$ cat src/rtl/fmul_pkg.sv
package fmul_pkg;

  // signedness selection, taken from mode_i[1:0]
  typedef enum logic [1:0] {
    SGN_UU  = 2'b00,
    SGN_SS  = 2'b01,
    SGN_SU  = 2'b10,
    SGN_ALT = 2'b11
  } sgn_mode_e;

  localparam int unsigned MODE_W   = 3;
  localparam int unsigned FRAC_BIT = 2;

endpackage

$ cat src/rtl/fmul_ctrl.sv
module fmul_ctrl (
  input  logic clk,
  input  logic rst_n,
  input  logic start_i,
  output logic accept_o,
  output logic busy_o,
  output logic valid_o
);

  logic busy_q, busy_d;
  logic valid_q, valid_d;

  assign accept_o = start_i & ~busy_q;

  always_comb begin
    busy_d  = accept_o;
    valid_d = busy_q;
  end

  always_ff @(posedge clk or negedge rst_n) begin
    if (!rst_n) begin
      busy_q  <= 1'b0;
      valid_q <= 1'b0;
    end else begin
      busy_q  <= busy_d;
      valid_q <= valid_d;
    end
  end

  assign busy_o  = busy_q;
  assign valid_o = valid_q;

endmodule

$ cat src/rtl/fmul_operand_prep.sv
module fmul_operand_prep
  import fmul_pkg::*;
#(
  parameter int unsigned W  = 8,
  localparam int unsigned EW = W + 1
) (
  input  logic [1:0]   sgn_i,
  input  logic [W-1:0] opa_i,
  input  logic [W-1:0] opb_i,
  output logic [EW-1:0] a_ext_o,
  output logic [EW-1:0] b_ext_o
);

  logic a_signed, b_signed;

  always_comb begin
    unique case (sgn_mode_e'(sgn_i))
      SGN_SS:  begin a_signed = 1'b1; b_signed = 1'b1; end
      SGN_SU:  begin a_signed = 1'b1; b_signed = 1'b0; end
      default: begin a_signed = 1'b0; b_signed = 1'b0; end
    endcase
  end

  assign a_ext_o = {a_signed & opa_i[W-1], opa_i};
  assign b_ext_o = {b_signed & opb_i[W-1], opb_i};

endmodule

$ cat src/rtl/fmul_array.sv
module fmul_array #(
  parameter int unsigned W  = 8,
  localparam int unsigned EW = W + 1,
  localparam int unsigned PW = 2 * W
) (
  input  logic [EW-1:0] a_i,
  input  logic [EW-1:0] b_i,
  output logic [PW-1:0] prod_o
);

  logic [PW-1:0] a_sx;
  logic [PW-1:0] rows [EW];

  assign a_sx = {{(PW-EW){a_i[EW-1]}}, a_i};

  // rows below the top carry positive weight; the top bit of b is negative
  for (genvar i = 0; i < EW; i++) begin : g_row
    if (i < EW - 1) begin : g_pos
      assign rows[i] = b_i[i] ? (a_sx << i) : '0;
    end else begin : g_neg
      assign rows[i] = b_i[i] ? (~(a_sx << i) + 1'b1) : '0;
    end
  end

  always_comb begin
    prod_o = '0;
    for (int k = 0; k < EW; k++) begin
      prod_o = prod_o + rows[k];
    end
  end

endmodule

$ cat src/rtl/fmul_format.sv
module fmul_format #(
  parameter int unsigned W  = 8,
  localparam int unsigned PW = 2 * W
) (
  input  logic [PW-1:0] raw_i,
  input  logic          frac_i,
  output logic [PW-1:0] res_o,
  output logic          carry_o,
  output logic          zero_o
);

  always_comb begin
    carry_o = raw_i[PW-1];
    res_o   = frac_i ? {raw_i[PW-2:0], 1'b0} : raw_i;
    zero_o  = (res_o == '0);
  end

endmodule

$ cat src/rtl/fmul_unit.sv
module fmul_unit
  import fmul_pkg::*;
#(
  parameter int unsigned W  = 8,
  localparam int unsigned EW = W + 1,
  localparam int unsigned PW = 2 * W
) (
  input  logic              clk,
  input  logic              rst_n,
  input  logic              start_i,
  input  logic [MODE_W-1:0] mode_i,
  input  logic [W-1:0]      opa_i,
  input  logic [W-1:0]      opb_i,
  output logic [W-1:0]      prod_hi_o,
  output logic [W-1:0]      prod_lo_o,
  output logic              flag_z_o,
  output logic              flag_c_o,
  output logic              valid_o
);

  logic          accept, busy;
  logic [EW-1:0] a_ext, b_ext;
  logic [EW-1:0] a_q, a_d, b_q, b_d;
  logic          frac_q, frac_d;
  logic [PW-1:0] raw, res;
  logic          c_n, z_n;
  logic [PW-1:0] res_q, res_d;
  logic          z_q, z_d, c_q, c_d;

  fmul_ctrl u_ctrl (
    .clk      (clk),
    .rst_n    (rst_n),
    .start_i  (start_i),
    .accept_o (accept),
    .busy_o   (busy),
    .valid_o  (valid_o)
  );

  fmul_operand_prep #(.W(W)) u_prep (
    .sgn_i   (mode_i[1:0]),
    .opa_i   (opa_i),
    .opb_i   (opb_i),
    .a_ext_o (a_ext),
    .b_ext_o (b_ext)
  );

  // capture stage, enabled by an accepted start
  always_comb begin
    a_d    = a_q;
    b_d    = b_q;
    frac_d = frac_q;
    if (accept) begin
      a_d    = a_ext;
      b_d    = b_ext;
      frac_d = mode_i[FRAC_BIT];
    end
  end

  always_ff @(posedge clk or negedge rst_n) begin
    if (!rst_n) begin
      a_q    <= '0;
      b_q    <= '0;
      frac_q <= 1'b0;
    end else begin
      a_q    <= a_d;
      b_q    <= b_d;
      frac_q <= frac_d;
    end
  end

  fmul_array #(.W(W)) u_array (
    .a_i    (a_q),
    .b_i    (b_q),
    .prod_o (raw)
  );

  fmul_format #(.W(W)) u_fmt (
    .raw_i   (raw),
    .frac_i  (frac_q),
    .res_o   (res),
    .carry_o (c_n),
    .zero_o  (z_n)
  );

  // result stage, enabled in the cycle after capture
  always_comb begin
    res_d = res_q;
    z_d   = z_q;
    c_d   = c_q;
    if (busy) begin
      res_d = res;
      z_d   = z_n;
      c_d   = c_n;
    end
  end

  always_ff @(posedge clk or negedge rst_n) begin
    if (!rst_n) begin
      res_q <= '0;
      z_q   <= 1'b0;
      c_q   <= 1'b0;
    end else begin
      res_q <= res_d;
      z_q   <= z_d;
      c_q   <= c_d;
    end
  end

  assign prod_hi_o = res_q[PW-1:W];
  assign prod_lo_o = res_q[W-1:0];
  assign flag_z_o  = z_q;
  assign flag_c_o  = c_q;

endmodule

$ cat config.mk
export PLATFORM = sky130hd
export DESIGN_NAME = fmul_unit
export DESIGN_NICKNAME = d
export VERILOG_FILES = /design/src/rtl/fmul_pkg.sv /design/src/rtl/fmul_ctrl.sv /design/src/rtl/fmul_operand_prep.sv /design/src/rtl/fmul_array.sv /design/src/rtl/fmul_format.sv /design/src/rtl/fmul_unit.sv
export SDC_FILE = /design/constraint.sdc
export NUM_CORES = 1
export LEC_CHECK = 0
export CAP_MARGIN = 20
export CORE_UTILIZATION = 25
export DETAILED_ROUTE_END_ITERATION = 8
export SETUP_SLACK_MARGIN = 0.05
export SLEW_MARGIN = 10
export SYNTH_ARGS = -nofsm -noshare
export SYNTH_HDL_FRONTEND = slang
export SYNTH_HIERARCHICAL = 1
export SYNTH_SLANG_ARGS = --single-unit
$ cat constraint.sdc
create_clock -name clk -period 6.7 [get_ports clk]
set_input_delay 1.005 -clock clk [delete_from_list [all_inputs] [get_ports clk]]
set_output_delay 1.005 -clock clk [all_outputs]
set_load 0.05 [all_outputs]
==> flow_metrics.py <==
metrics = {
    "place": {
        "dp_hpwl_mm": 7.757,
        "place_congestion": 0.8114,
        "io_buffer_count": 40,
    },
    "global_route": {
        "grt_max_degree": 40,
        "grt_pass1_vias": 3086,
        "grt_pass1_wl_mm": 15.55,
        "antenna_found_initial": 0,
        "grt_usage": 0.1001,
        "grt-ovfl-total": 0,
    },
    "final_layout": {
        "antenna_cells": 0,
        "syn2layout_area_growth_pct": 12.62,
        "final_cell_mix": "inv_1, fa_1, and2_1",
        "fillerInstances": 1902,
        "final_nets": 547,
        "drive_gt1_frac": 0.1727,
    },
    "synthesis": {
        "syn_inst": 422,
        "synthDistinctLibCells": 43,
        "yosys_warnings": 6,
        "synth_nets": 530,
        "ys_async_sr_fraction": 1.000,
        "ys.flop_type": "dfrtp_1",
        "postSynthAreaPerCell_um2": 11.06,
        "ys_ff_latch": 39,
        "syn_area_um2": 4668,
        "yosysSeqAreaShare": 0.2091,
        "synth_edf_count": 0,
    },
    "route": {
        "vias": 2881,
        "wl_mm": 9.189,
        "drc": 5,
        "antenna_left": 0,
        "dr.pass1.iters": 8,
        "drt_iter0_markers": 128,
        "viasPerCell": 4.306,
        "wire_per_inst_um": 13.74,
    },
    "worst_setup_path": {
        "cpMostUsedCell": "inv_1",
        "reg2regPathDepth": 20,
        "end_kind": "register",
        "required_ns": 6.92,
        "critPathArrivalTime_ns": 5.70,
        "critPathMaxFanout": 12,
        "cp-start-kind": "register",
        "critPathKind": "register to register",
        "path_cells": "inv_1 > ha_1 > nand2b_1 > o21ai_0 > and3_1 > fa_1 > inv_1 > fa_1 > inv_1 > fa_1 > inv_1 > fa_1 > inv_1 > ha_1 > o21a_1 > a2111oi_0 > nand3b_1 > or4_4 > nor4_2 > mux2_2",
        "max_stage_delay_ns": 0.57,
        "slowest_stage": "dfrtp_1",
    },
    "sta": {
        "hold_viol": 0,
        "slew_headroom": 0.3381,
        "rsz0062_at_grt": "no",
        "fmax_mhz": 182.6,
        "fin_crit_ns": 5.477,
        "fin_setup_tns_ns": 0,
        "clock_skew_ns": 0.002130,
        "setup_viol": 0,
        "finalCritPeriodShare": 0.8174,
        "worst_pin_slew_ns": 0.9929,
        "final-max-slew-violation-count": 0,
    },
    "floorplanning": {
        "die_w_um": 138.7,
        "die_h_um": 138.7,
        "rows": 49,
        "core_area_um2": 18150,
        "start_util": 0.2572,
        "fp.dieArea_um2": 19220,
        "ios": 41,
    },
    "cts": {
        "cts-hold-fix-buffers": 0,
        "clkTransAtPathRegs_ns": 0.06,
        "cts_made_buffers": 5,
        "cts_root_buffer": "clkbuf_16",
        "cts_tree": "done",
        "post_cts_buffers": 0,
        "htree_levels": 2,
        "clockBufferDepth": 2,
        "clock_sinks": 39,
        "cts_resized": 0,
        "clk_latency_ns": 0.28,
    },
    "run": {
        "drv_cap": 0,
    },
    "worst_hold_path": {
        "whs_path_depth": 1,
        "hold_path.class": "register to register",
    },
    "outcome": {
        "violations": "DRC",
        "status": "finished with violations",
    },
}
Yosys cell counts, types with 4 or more instances:
cell type   n  area share
and2_2      7       0.011
xor2_1      6       0.011
xnor2_1    10       0.019
clkbuf_1    5      0.0040
ha_1       23       0.062
a21oi_1     8      0.0086
o21ai_0     4      0.0043
dfrtp_1    39        0.21
o21a_1      4      0.0064
and2_1     52       0.070
a21o_1      5      0.0080
mux2_2     32       0.077
mux2_4     20       0.064
buf_4      18       0.029
nand2_1    20       0.016
fa_1       63        0.27
inv_1      63       0.051
nor2_1      7      0.0056
area by class of cell:
class | count | area (µm²) | share of cell area
multi-input cells | 290 | 3218 | 0.6121
flip-flops and latches | 39 | 975.9 | 0.1856
repair buffers | 40 | 395.4 | 0.07520
well taps | 229 | 286.5 | 0.05450
inverters | 63 | 236.5 | 0.04498
clock buffers | 5 | 125.1 | 0.02380
clock inverters | 3 | 20.02 | 0.003808
cell families after synthesis:
family          after synthesis  synth area share
simple gates                107            0.1402
buf+inv                      93            0.1016
fa+ha+maj                    86            0.3318
mux                          52            0.1415
flops                        39            0.2091
compound gates               28           0.04101
xor+xnor                     17           0.03484
per-stage QoR:
step | util | hold slack, ns | worst slack [ns] | instances | cell area [µm²]
2_1_floorplan | - | 0.4468 | 1.528 | 422 | 4668
3_3_place_gp | 0.2817 | 0.4982 | 1.378 | 661 | 5112
3_5_place_dp | 0.2817 | 0.5037 | 1.261 | 661 | 5112
4_1_cts | 0.2897 | 0.5183 | 1.212 | 669 | 5258
5_1_grt | 0.2897 | 0.5355 | 0.8765 | 669 | 5258
6_report | 0.2897 | 0.5115 | 1.223 | 669 | 5258
sequential cells by signal, summed over array words and instances, names as in the netlist:
register        flops
b_q                 9
flag_z_o            1
flag_c_o            1
u_ctrl/busy_o       1
frac_q              1
res_q              16
u_ctrl/valid_o      1
a_q                 9
final timing paths:
| path | start | to | slack [ns] |
|---|---|---|---|
| min in group asynchronous | rst_n | res_q[13]$_DFFE_PN0P_ | 0.83 |
| max in group asynchronous | rst_n | a_q[6]$_DFFE_PN0P_ | 5.31 |
| setup / recovery | a_q[0]$_DFFE_PN0P_ | flag_z_o$_DFFE_PN0P_ | 1.22 |
| hold / removal | res_q[0]$_DFFE_PN0P_ | res_q[0]$_DFFE_PN0P_ | 0.51 |
| hold reg to reg | res_q[0]$_DFFE_PN0P_ | res_q[0]$_DFFE_PN0P_ | 0.51 |
| setup reg to reg | a_q[0]$_DFFE_PN0P_ | flag_z_o$_DFFE_PN0P_ | 1.22 |
layer usage:
layer / part of all wire / vias up / GRT usage
met1: 0.50 / 1460 / 0.1328
li1: - / 1356 / -
met2: 0.47 / 58 / 0.1713
met5: 0 / - / 0
met4: 0.0063 / 0 / 0.01462
met3: 0.030 / 7 / 0.02072
worst max-delay path: cells and delay by family, from the launching register on:
kind | cells | cell delay (ns)
DFF | 1 | 0.57
buffers and inverters | 5 | 0.30
adders and majority gates | 6 | 2.63
and+or+nand+nor | 5 | 1.31
muxes | 1 | 0.18
AOI/OAI and AO/OA | 3 | 0.40
Power is not shown: default switching activity piles up to over one toggle a cycle in this logic, so the estimate is an artifact.
